**src/rtl/ucl_pkg.sv**
```systemverilog
// Shared types for the uncacheable-load entry tracker.
// Assumes: four lifecycle states fit in two bits.
package ucl_pkg;

    typedef enum logic [1:0] {
        ST_IDLE = 2'd0,
        ST_REQ  = 2'd1,
        ST_RESP = 2'd2,
        ST_WAIT = 2'd3
    } ent_state_t;

endpackage

```
**src/rtl/ucl_age_cmp.sv**
```systemverilog
// Age comparator: reports whether tag a is younger than tag b.
// Assumes: MSB of each tag is a wrap flag, the rest a circular index,
// and the two tags are never more than one lap apart.
module ucl_age_cmp #(
    parameter int unsigned W = 6
) (
    input  logic [W-1:0] a,
    input  logic [W-1:0] b,
    output logic         a_younger
);
    localparam int unsigned IDX_W = W - 1;

    logic             same_lap;
    logic [IDX_W-1:0] a_idx;
    logic [IDX_W-1:0] b_idx;

    // Split the tags and order them, flipping the sense across a wrap.
    always_comb begin
        same_lap  = (a[W-1] == b[W-1]);
        a_idx     = a[IDX_W-1:0];
        b_idx     = b[IDX_W-1:0];
        a_younger = same_lap ? (a_idx > b_idx) : (a_idx < b_idx);
    end
endmodule

```
**src/rtl/ucl_entry_store.sv**
```systemverilog
// Data store of one entry: kind, age, payload, buffer tag and error bit.
// Assumes: the lifecycle controller gives the load strobes; reset clears all.
module ucl_entry_store #(
    parameter int unsigned AGE_W     = 6,
    parameter int unsigned PAYLOAD_W = 16,
    parameter int unsigned SID_W     = 2
) (
    input  logic                 clk,
    input  logic                 rst_n,
    input  logic                 ld_alloc,
    input  logic                 alloc_is_io,
    input  logic [AGE_W-1:0]     alloc_age,
    input  logic [PAYLOAD_W-1:0] alloc_payload,
    input  logic                 ld_id,
    input  logic [SID_W-1:0]     id_sid,
    input  logic                 ld_exc,
    input  logic                 exc_in,
    output logic                 is_io_q,
    output logic [AGE_W-1:0]     age_q,
    output logic [PAYLOAD_W-1:0] payload_q,
    output logic                 acc_q,
    output logic [SID_W-1:0]     sid_q,
    output logic                 exc_q
);
    // Request fields: captured once at allocation.
    always_ff @(posedge clk) begin
        if (!rst_n) begin
            is_io_q   <= 1'b0;
            age_q     <= '0;
            payload_q <= '0;
        end else if (ld_alloc) begin
            is_io_q   <= alloc_is_io;
            age_q     <= alloc_age;
            payload_q <= alloc_payload;
        end
    end

    // Buffer acceptance flag and tag: cleared at allocation, set by the ID response.
    always_ff @(posedge clk) begin
        if (!rst_n) begin
            acc_q <= 1'b0;
            sid_q <= '0;
        end else if (ld_alloc) begin
            acc_q <= 1'b0;
            sid_q <= '0;
        end else if (ld_id) begin
            acc_q <= 1'b1;
            sid_q <= id_sid;
        end
    end

    // Error bit: cleared at allocation, loaded from the completing response.
    always_ff @(posedge clk) begin
        if (!rst_n) begin
            exc_q <= 1'b0;
        end else if (ld_alloc) begin
            exc_q <= 1'b0;
        end else if (ld_exc) begin
            exc_q <= exc_in;
        end
    end
endmodule

```
**src/rtl/ucl_entry_fsm.sv**
```systemverilog
// Lifecycle controller of one entry: valid bit, four-state register,
// deferred-flush flag and free-list release pulse.
// Assumes: all event inputs are already qualified by the top (tag matches,
// age comparisons); a bus response is only reported while in Response.
module ucl_entry_fsm
    import ucl_pkg::*;
(
    input  logic       clk,
    input  logic       rst_n,
    input  logic       alloc_valid,
    input  logic       alloc_kill,
    input  logic       eligible,
    input  logic       req_accept,
    input  logic       resp_hit,
    input  logic       wb_accept,
    input  logic       redir_hit,
    output logic       valid_q,
    output ent_state_t state_q,
    output logic       flush_pend_q,
    output logic       free_pulse,
    output logic       ld_alloc,
    output logic       ld_exc
);
    logic       valid_d;
    ent_state_t state_d;
    logic       flush_pend_d;
    logic       free_now;

    // Next-state decision for allocation, normal progress and flushes.
    always_comb begin
        valid_d      = valid_q;
        state_d      = state_q;
        flush_pend_d = flush_pend_q;
        free_now     = 1'b0;
        ld_alloc     = 1'b0;
        ld_exc       = 1'b0;
        if (!valid_q) begin
            if (alloc_valid) begin
                if (alloc_kill) begin
                    free_now = 1'b1;
                end else begin
                    valid_d  = 1'b1;
                    state_d  = ST_IDLE;
                    ld_alloc = 1'b1;
                end
            end
        end else begin
            unique case (state_q)
                ST_IDLE: begin
                    if (redir_hit)     free_now = 1'b1;
                    else if (eligible) state_d  = ST_REQ;
                end
                ST_REQ: begin
                    if (req_accept) begin
                        state_d = ST_RESP;
                        if (redir_hit) flush_pend_d = 1'b1;
                    end else if (redir_hit) begin
                        free_now = 1'b1;
                    end
                end
                ST_RESP: begin
                    if (resp_hit) begin
                        if (flush_pend_q || redir_hit) begin
                            free_now = 1'b1;
                        end else begin
                            state_d = ST_WAIT;
                            ld_exc  = 1'b1;
                        end
                    end else if (redir_hit) begin
                        flush_pend_d = 1'b1;
                    end
                end
                ST_WAIT: begin
                    if (redir_hit || wb_accept) free_now = 1'b1;
                end
                default: state_d = ST_IDLE;
            endcase
            if (free_now) begin
                valid_d      = 1'b0;
                state_d      = ST_IDLE;
                flush_pend_d = 1'b0;
            end
        end
    end

    // Lifecycle registers.
    always_ff @(posedge clk) begin
        if (!rst_n) begin
            valid_q      <= 1'b0;
            state_q      <= ST_IDLE;
            flush_pend_q <= 1'b0;
        end else begin
            valid_q      <= valid_d;
            state_q      <= state_d;
            flush_pend_q <= flush_pend_d;
        end
    end

    // Release pulse to the free list, one cycle after the slot empties.
    always_ff @(posedge clk) begin
        if (!rst_n) free_pulse <= 1'b0;
        else        free_pulse <= free_now;
    end
endmodule

```
**src/rtl/ucl_entry.sv**
```systemverilog
// One queue slot for an uncacheable load: qualifies eligibility, tag matches,
// redirect age hits and writeback accepts, then drives the lifecycle
// controller and the data store.
// Assumes: the enclosing queue performs all arbitration between slots.
module ucl_entry
    import ucl_pkg::*;
#(
    parameter int unsigned AGE_W     = 6,
    parameter int unsigned PAYLOAD_W = 16,
    parameter int unsigned SID_W     = 2,
    parameter int unsigned MID_W     = 2,
    parameter int unsigned ENTRY_ID  = 1
) (
    input  logic                 clk,
    input  logic                 rst_n,
    input  logic                 alloc_valid,
    input  logic                 alloc_is_io,
    input  logic [AGE_W-1:0]     alloc_age,
    input  logic [PAYLOAD_W-1:0] alloc_payload,
    input  logic                 head_valid,
    input  logic [AGE_W-1:0]     head_age,
    output logic                 send_ready,
    input  logic                 req_accept,
    input  logic                 idresp_valid,
    input  logic [MID_W-1:0]     idresp_mid,
    input  logic [SID_W-1:0]     idresp_sid,
    input  logic                 resp_valid,
    input  logic [SID_W-1:0]     resp_sid,
    input  logic                 resp_corrupt,
    input  logic                 resp_denied,
    output logic                 wb_valid_io,
    output logic                 wb_valid_nc,
    output logic [PAYLOAD_W-1:0] wb_payload,
    output logic                 wb_exc,
    input  logic                 wb_accept_io,
    input  logic                 wb_accept_nc,
    input  logic                 redir_valid,
    input  logic [AGE_W-1:0]     redir_age,
    output logic                 free_pulse
);
    localparam logic [MID_W-1:0] SELF_ID = MID_W'(ENTRY_ID);

    logic                 valid_q;
    ent_state_t           state_q;
    logic                 flush_pend_q;
    logic                 ld_alloc;
    logic                 ld_exc;
    logic                 is_io_q;
    logic [AGE_W-1:0]     age_q;
    logic [PAYLOAD_W-1:0] payload_q;
    logic                 acc_q;
    logic [SID_W-1:0]     sid_q;
    logic                 exc_q;
    logic                 alloc_after_redir;
    logic                 entry_after_redir;
    logic                 alloc_kill;
    logic                 redir_hit;
    logic                 eligible;
    logic                 id_hit;
    logic                 resp_hit;
    logic                 wb_accept;
    logic                 in_wait;

    // Age of an incoming load against the redirect.
    ucl_age_cmp #(.W(AGE_W)) u_alloc_cmp (
        .a         (alloc_age),
        .b         (redir_age),
        .a_younger (alloc_after_redir)
    );

    // Age of the resident load against the redirect.
    ucl_age_cmp #(.W(AGE_W)) u_entry_cmp (
        .a         (age_q),
        .b         (redir_age),
        .a_younger (entry_after_redir)
    );

    // Event qualification for the lifecycle controller and store.
    always_comb begin
        alloc_kill = redir_valid && alloc_after_redir;
        redir_hit  = redir_valid && entry_after_redir;
        eligible   = is_io_q ? (head_valid && (head_age == age_q)) : 1'b1;
        id_hit     = valid_q && (state_q == ST_RESP) && !acc_q
                     && idresp_valid && (idresp_mid == SELF_ID);
        resp_hit   = valid_q && (state_q == ST_RESP) && acc_q
                     && resp_valid && (resp_sid == sid_q);
        wb_accept  = is_io_q ? wb_accept_io : wb_accept_nc;
    end

    ucl_entry_fsm u_fsm (
        .clk          (clk),
        .rst_n        (rst_n),
        .alloc_valid  (alloc_valid),
        .alloc_kill   (alloc_kill),
        .eligible     (eligible),
        .req_accept   (req_accept),
        .resp_hit     (resp_hit),
        .wb_accept    (wb_accept),
        .redir_hit    (redir_hit),
        .valid_q      (valid_q),
        .state_q      (state_q),
        .flush_pend_q (flush_pend_q),
        .free_pulse   (free_pulse),
        .ld_alloc     (ld_alloc),
        .ld_exc       (ld_exc)
    );

    ucl_entry_store #(
        .AGE_W     (AGE_W),
        .PAYLOAD_W (PAYLOAD_W),
        .SID_W     (SID_W)
    ) u_store (
        .clk           (clk),
        .rst_n         (rst_n),
        .ld_alloc      (ld_alloc),
        .alloc_is_io   (alloc_is_io),
        .alloc_age     (alloc_age),
        .alloc_payload (alloc_payload),
        .ld_id         (id_hit),
        .id_sid        (idresp_sid),
        .ld_exc        (ld_exc),
        .exc_in        (resp_corrupt || resp_denied),
        .is_io_q       (is_io_q),
        .age_q         (age_q),
        .payload_q     (payload_q),
        .acc_q         (acc_q),
        .sid_q         (sid_q),
        .exc_q         (exc_q)
    );

    // Output decode from the lifecycle state.
    always_comb begin
        in_wait     = valid_q && (state_q == ST_WAIT);
        send_ready  = valid_q && (state_q == ST_REQ);
        wb_valid_io = in_wait && is_io_q;
        wb_valid_nc = in_wait && !is_io_q;
        wb_payload  = payload_q;
        wb_exc      = in_wait && exc_q;
    end
endmodule

```
**config.mk**
```make
export PLATFORM = sky130hd
export DESIGN_NAME = ucl_entry
export DESIGN_NICKNAME = d
export VERILOG_FILES = /design/src/rtl/ucl_pkg.sv /design/src/rtl/ucl_age_cmp.sv /design/src/rtl/ucl_entry_store.sv /design/src/rtl/ucl_entry_fsm.sv /design/src/rtl/ucl_entry.sv
export SDC_FILE = /design/constraint.sdc
export NUM_CORES = 1
export LEC_CHECK = 0
export BUFFER_PORTS_ARGS = -buffer_cell sky130_fd_sc_hd__clkbuf_2
export CAP_MARGIN = 20
export CORE_AREA = 2 2 66 68
export DETAILED_ROUTE_END_ITERATION = 10
export DIE_AREA = 0 0 68 70
export PLACE_DENSITY = 0.89
export SETUP_SLACK_MARGIN = 0.5
export SLEW_MARGIN = 20
export SYNTH_ARGS = -nofsm -noshare
export SYNTH_HDL_FRONTEND = slang
export SYNTH_HIERARCHICAL = 1
export SYNTH_SLANG_ARGS = --single-unit
```
**constraint.sdc**
```tcl
create_clock -name clk -period 2.7 [get_ports clk]
set_input_delay 0.405 -clock clk [delete_from_list [all_inputs] [get_ports clk]]
set_output_delay 0.405 -clock clk [all_outputs]
set_load 0.005 [all_outputs]
```
==> results of run 1 <==
-- Yosys cell counts (3+ instances only) --
master | count | area (µm²)
a21oi_1 | 7 | 35.0
dfxtp_1 | 32 | 641
ha_1 | 15 | 188
inv_1 | 16 | 60.1
mux2i_1 | 28 | 280
nand2_1 | 8 | 30.0
nand3_1 | 3 | 15.0
nand3b_1 | 4 | 30.0
nor2_1 | 9 | 33.8
nor2_2 | 4 | 25.0
nor2b_1 | 26 | 163
xnor2_1 | 6 | 52.6
xor2_1 | 4 | 35.0
-- cells by family (layout without fill, tap and decap cells) --
kind of cell    Yosys count  in the layout  synth area share
mux                      30             30             0.159
xor+xnor                 10             10            0.0453
buf+inv                  22            106            0.0647
flops                    32             32             0.331
compound gates           21             21            0.0874
fa+ha+maj                15             15            0.0971
simple gates             69             69             0.216
-- critical path, cell delays in order, from the launching register on --
cell,delay (ns)
dfxtp_4,0.36
ha_4,0.29
nand4_2,0.09
o221ai_2,0.15
mux2i_1,0.11
and2_4,0.17
nor2_1,0.15
nand2_2,0.07
a211o_1,0.33
mux2_4,0.32
o22ai_2,0.08
-- layout make-up --
| class | instances | area share |
|---|---|---|
| well taps | 52 | 0.0250 |
| inverters | 16 | 0.0231 |
| repair buffers | 82 | 0.168 |
| multi-input cells | 145 | 0.485 |
| clock buffers | 7 | 0.0370 |
| flip-flops and latches | 32 | 0.250 |
| clock inverters | 1 | 0.0115 |
-- metal layers --
metal / routed length (µm) / part of all wire
met2: 2210 / 0.51
met5: 0 / 0
met3: 200 / 0.046
met1: 1880 / 0.43
met4: 51 / 0.012
-- sequential cells by signal, indices dropped and copies added (netlist names), 2 cells and up --
register	flops
u_store/payload_q	16
u_store/age_q	6
u_fsm/state_q	2
u_store/sid_q	2
-- metrics by stage --
stage	setup WS [ns]	hold slack (ns)	utilization	cells	power (µW)
floorplan	0.459	0.450	-	199	747
global placement	0.241	0.480	0.568	321	827
detailed placement	0.214	0.501	0.568	321	835
CTS	0.487	0.365	0.606	329	1340
global route	0.423	0.371	0.628	335	1420
finish	0.520	0.369	0.628	335	1360
-- worst max-delay path by stage --
stage / endpoint / slack (ns) / start
floorplan: u_fsm/state_q[0] / 0.46 / redir_age[4]
global placement: u_fsm/state_q[0] / 0.24 / redir_age[4]
detailed placement: u_store/payload_q[6] / 0.21 / redir_age[4]
CTS: u_store/age_q[3] / 0.49 / redir_age[4]
global route: u_store/payload_q[0] / 0.42 / redir_age[4]
finish: u_fsm/state_q[0] / 0.52 / u_store/age_q[2]
-- power breakdown --
part	internal, µW	total, µW	switching (µW)
clock	326	502	176
sequential	504	530	25.9
combinational	177	329	152
-- repair_timing --
action                     CTS  global route
setup endpoints to repair    6            30
hold buffers                 0             0
resized for setup            6            12
pin swaps                    5             8
buffers inserted             0             6
==> impl_results.md, run 1 <==
- RSZ-0062 raised after global routing: yes
- # diodes: 0
- Leakage: 0.00120 µW
- EDFF count, synth: 0
- Worst Hold Class: primary input to register
- Worst-Margin Slew: 0.530 ns
- M1 GR Usage: 0.225
- GRT met2 Usage: 0.327
- CTS Sinks: 32
- WP data arrival: 2.39 ns
- Total core area: 4140 µm²
- Most frequent cells in the layout: clkbuf_2, mux2i_1, dfxtp_1
- Starting Density: 0.466
- Placed inst area: 2350 µm²
- Initial antenna violation count: 0
- VDD IR-drop max: 400 µV
- First-pass detailed-route iteration total: 4
- Hold depth: 3
- Max Clk Rate: 459 MHz
- CP Class: register to register
- Iteration-0 DRC Markers: 21
- CTS root buf: clkbuf_8
- Reg-to-reg endpoint: u_fsm/state_q[0]
- Reg2Reg Launch Point: u_store/age_q[2]
- Mapped cell area: 1930 µm²
- Hold worst-path end: u_store/sid_q[1]
- Most common cell after layout, fill and taps aside: clkbuf_2
- Yosys reg bits: 32
- Final period util: 0.807
- Setup TNS: 0 ns
- Critical path fanouts, max: 6
- Met3 Use GR: 0.0467
- Layout cells sized above 1: 0.438
- Die area: 4760 µm²
- Setup crit end kind: register
- Via density: 4.93
- Clock-pin slew on the worst setup and hold paths: 0.07 ns
- Setup Skew: 0.00352 ns
- Max-cap violations: 0
- CTS Buf Count: 5
- CTS tree: done
- Worst R2R Setup Slack: 0.52 ns
- First-pass GRT wire length: 7000 µm
- Dominant synthesized flop cell: dfxtp_1
- Clock latency on the worst-skew pair: 0.28 ns
- H-tree depth: 2
- Drt total wl: 4350 µm
- Critical path data required time: 2.91 ns
- Average cell area after synthesis: 9.71 µm²
- Setup Viol. Count Final: 0
- Area growth syn-to-layout: 34.7%
- I/O Pins: 74
- Fillers: 327
- FP Rows: 24
- Number of global-route vias before repair: 1694
- Synth Net Count: 267
- Post-Syn Instances: 199
- Final Max Slew Viols: 0
- Worst min-delay path startpoint: idresp_sid[1]
- GRT overflow: 0
- Final instance area: 2600 µm²
- Routed vias: 1653
- Chip width: 68 µm
- DRT antenna net count: 0
- Synth async-reset ratio: 0
- Detailed Place HPWL: 3260 µm
- Count of cell types in the netlist: 43
- Min Tclk post-route: 2.18 ns
- YS warnings: 6
- Drt wl/cell: 13.0 µm
- Global route hottest layer: met2
- Final hold vios: 0
- Largest net degree at the start of global routing: 31
- Drt drc: 0
- Sequential cell area: 652 µm²
- Pwr/cell area: 523 nW/µm²
- Outcome: finished clean
- GPL Wtd Cong: 0.845
- Slew HR: 0.647
- FF-to-FF path depth: 10
- I/O Buffers: 73
- Die height: 70 µm
- Maximum clock insertion buffer count: 2
- Worst setup SP type: register
- Post-layout net count: 350
- Multi-input logic area: 1260 µm²
- Post-synthesis sequential area ratio: 0.331
- GRT Total Usage: 0.188
Note: power is estimated with default switching activity, not from simulation.
==> run 2: changes to the inputs <==
--- a/config.mk
+++ b/config.mk
@@ -7,10 +7,10 @@
 export LEC_CHECK = 0
 export BUFFER_PORTS_ARGS = -buffer_cell sky130_fd_sc_hd__clkbuf_2
 export CAP_MARGIN = 20
-export CORE_AREA = 2 2 66 68
+export CORE_AREA = 2 2 70 72
 export DETAILED_ROUTE_END_ITERATION = 10
-export DIE_AREA = 0 0 68 70
-export PLACE_DENSITY = 0.89
+export DIE_AREA = 0 0 72 74
+export PLACE_DENSITY = 0.84
 export SETUP_SLACK_MARGIN = 0.5
 export SLEW_MARGIN = 20
 export SYNTH_ARGS = -nofsm -noshare
==> constraint.sdc (replaced) <==
create_clock -name clk -period 1.8 [get_ports clk]
set_input_delay 0.27 -clock clk [delete_from_list [all_inputs] [get_ports clk]]
set_output_delay 0.27 -clock clk [all_outputs]
set_load 0.005 [all_outputs]
==> run 2 against run 1 <==
  * The run now ends with setup timing left
  * Sequential cell count unchanged
  * Maximum frequency increased by 0.20%
  * Sequential share of layout area decreased by 1.8 points
  * Global-route usage decreased by 0.31 points
  * Critical path type unchanged
  * Largest power group unchanged
==> impl_results.md, run 2 (same netlist as run 1, synthesis figures left out) <==
- Sequential cell area: 647 µm² (-0.77%)
- Max FFs per register: 16 (unchanged)
- Final hold vios: 0 (unchanged)
- VDD IR-drop max: 600 µV (+50%)
- Iteration-0 DRC Markers: 56 (+170%)
- Post-layout net count: 365 (+4.3%)
- Final Max Slew Viols: 0 (unchanged)
- Initial antenna violation count: 0 (unchanged)
- CP bufs+invs: 0 (unchanged)
- GRT Total Usage: 0.185 (-0.00309)
- Chip width: 72 µm (+5.9%)
- Worst setup SP type: register
- Critical path data required time: 2.02 ns (-0.89 ns)
- Reg2Reg Launch Point: u_store/age_q[4]
- Reg-to-reg endpoint: u_fsm/state_q[0]
- CTS Sinks: 32 (unchanged)
- CP Class: register to register
- Crit path max-delay cell type: dfxtp_2
- Most frequent cells in the layout: clkbuf_2, mux2i_1, dfxtp_1
- Clock-pin slew on the worst setup and hold paths: 0.08 ns (about the same)
- Starting Density: 0.420 (-0.0461)
- Clock latency on the worst-skew pair: 0.29 ns (about the same)
- # diodes: 0 (unchanged)
- WP depth: 10 (unchanged)
- Top cell family by delay on the critical path: compound AO/OA/AOI/OAI gates
- Multi-input logic area: 1330 µm² (+5.0%)
- Hold_buf cts: 0 (unchanged)
- Drt wl/cell: 13.3 µm (+2.2%)
- Max-cap violations: 0 (unchanged)
- Maximum clock insertion buffer count: 2 (unchanged)
- Via density: 4.85 (-1.8%)
- GRT overflow: 0 (unchanged)
- Final setup margin: -0.375 ns (-0.896 ns)
- Routed vias: 1706 (+3.2%)
- Drt drc: 0 (unchanged)
- Die height: 74 µm (+5.7%)
- Critical path fanouts, max: 5 (-1)
- FP Rows: 25 (+4.2%)
- I/O Buffers: 73 (unchanged)
- CTS root buf: clkbuf_8
- Placed inst area: 2620 µm² (+11%)
- Failing checks: setup timing
- Largest Register: u_store/payload_q
- Fillers: 391 (+20%)
- Worst-Margin Slew: 0.267 ns (-0.263 ns)
- Total core area: 4600 µm² (+11%)
- Slew HR: 0.821 (+0.175)
- CTS Buf Count: 5 (unchanged)
- RSZ-0062 raised after global routing: yes
- Max Clk Rate: 460 MHz (+0.20%)
- Die area: 5330 µm² (+12%)
- Min Tclk post-route: 2.18 ns (-0.00432 ns)
- CTS tree: done
- GPL Wtd Cong: 0.910 (+7.7%)
- Worst R2R Setup Slack: -0.38 ns (-0.90 ns)
- DRT antenna net count: 0 (unchanged)
- Layout cells sized above 1: 0.493 (+0.0551)
- WP data arrival: 2.40 ns (about the same)
- Leakage: 0.00125 µW (+4.0%)
- Worst setup path endpoint: u_fsm/state_q[0]
- Setup crit end kind: register
- Worst Hold Class: primary input to register
- Biggest registers after layout: u_store/payload_q (16), u_store/age_q (6)
- H-tree depth: 2 (unchanged)
- Pwr/cell area: 698 nW/µm² (+33%)
- Final period util: 1.21 (+0.401)
- I/O Pins: 74 (unchanged)
- Hold depth: 3 (unchanged)
- Drt total wl: 4670 µm (+7.4%)
- First-pass detailed-route iteration total: 4 (unchanged)
- Setup Skew: 0.00707 ns (+0.00354 ns)
- Critical path launch point: u_store/age_q[4]
- Outcome: complete, but fails checks
- Setup TNS: -4.13 ns (-4.13 ns)
- Largest net degree at the start of global routing: 24 (-23%)
- Final instance area: 2790 µm² (+7.0%)
- Setup Viol. Count Final: 30 (+30)
- Most common cell after layout, fill and taps aside: clkbuf_2
- Number of global-route vias before repair: 1768 (+4.4%)
- Detailed Place HPWL: 3490 µm (+6.9%)
- FF-to-FF path depth: 10 (unchanged)
- First-pass GRT wire length: 7610 µm (+8.8%)
- CP Cell Sequence: ha_4 > nand4_4 > o221ai_2 > mux2i_1 > and2_4 > nand3b_1 > o21a_1 > a211o_1 > mux2_4 > o22ai_2
- Area growth syn-to-layout: 44.1%
- Critical path's largest stage delay: 0.34 ns (-0.02 ns)
## run 2: cell types whose count changed in the layout (fill, tap and decap cells not counted), moves of 3 or more
cell	previous run	this run
buf_4	8	20
ha_1	11	7
ha_4	4	8
inv_1	16	12
a21oi_2	2	5
## run 2: worst min-delay path, cell delays in order
cell      delay [ns]
clkbuf_2        0.08
mux2i_1         0.06
nor2b_1         0.09
## run 2: worst min path at each step
stage,startpoint,to,slack [ns]
3_5_place_dp,u_fsm/state_q[1],u_fsm/state_q[1],0.51
5_1_grt,idresp_sid[1],u_store/sid_q[1],0.25
4_1_cts,alloc_payload[7],u_store/payload_q[7],0.23
3_3_place_gp,u_fsm/state_q[1],u_fsm/state_q[1],0.49
2_1_floorplan,rst_n,u_store/age_q[2],0.40
6_report,alloc_payload[2],u_store/payload_q[2],0.24
## run 2: stage by stage
| stage | setup WS (ns) | utilization | cells | hold slack (ns) | power (µW) |
|---|---|---|---|---|---|
| after floorplan | -0.226 | - | 199 | 0.398 | 1150 |
| after global placement | -0.494 | 0.571 | 340 | 0.494 | 1330 |
| after detailed placement | -0.566 | 0.571 | 340 | 0.507 | 1350 |
| after CTS | -0.336 | 0.604 | 352 | 0.232 | 1950 |
| after global routing | -0.452 | 0.606 | 352 | 0.249 | 2050 |
| final | -0.375 | 0.606 | 352 | 0.239 | 1940 |
## run 2: power breakdown
| part | total, µW | internal (µW) | switching [µW] |
|---|---|---|---|
| Combinational | 591 | 326 | 265 |
| Clock | 565 | 275 | 290 |
| Sequential | 788 | 756 | 31.4 |
| Total | 1940 | 1360 | 586 |
## run 2: area by class of cell
cell class,count,share of cell area
clock buffers,6,0.0260
clock inverters,2,0.00584
inverters,16,0.0269
multi-input cells,145,0.476
flip-flops and latches,32,0.232
well taps,54,0.0242
repair buffers,97,0.208
## run 2: what timing repair did
item / CTS / global route
setup buffers: 4 / 0
endpoints found under the setup margin: 36 / 36
resized for setup: 7 / 4
pin swaps: 2 / 1
## run 2: metal layers
metal	part of all wire	global-route usage	wire length (µm)	vias to the layer above
li1	-	-	-	871
met1	0.42	0.200	1970	775
met2	0.50	0.346	2340	48
met3	0.051	0.0474	238	12
met4	0.026	0.0755	122	0
met5	0	0	0	-
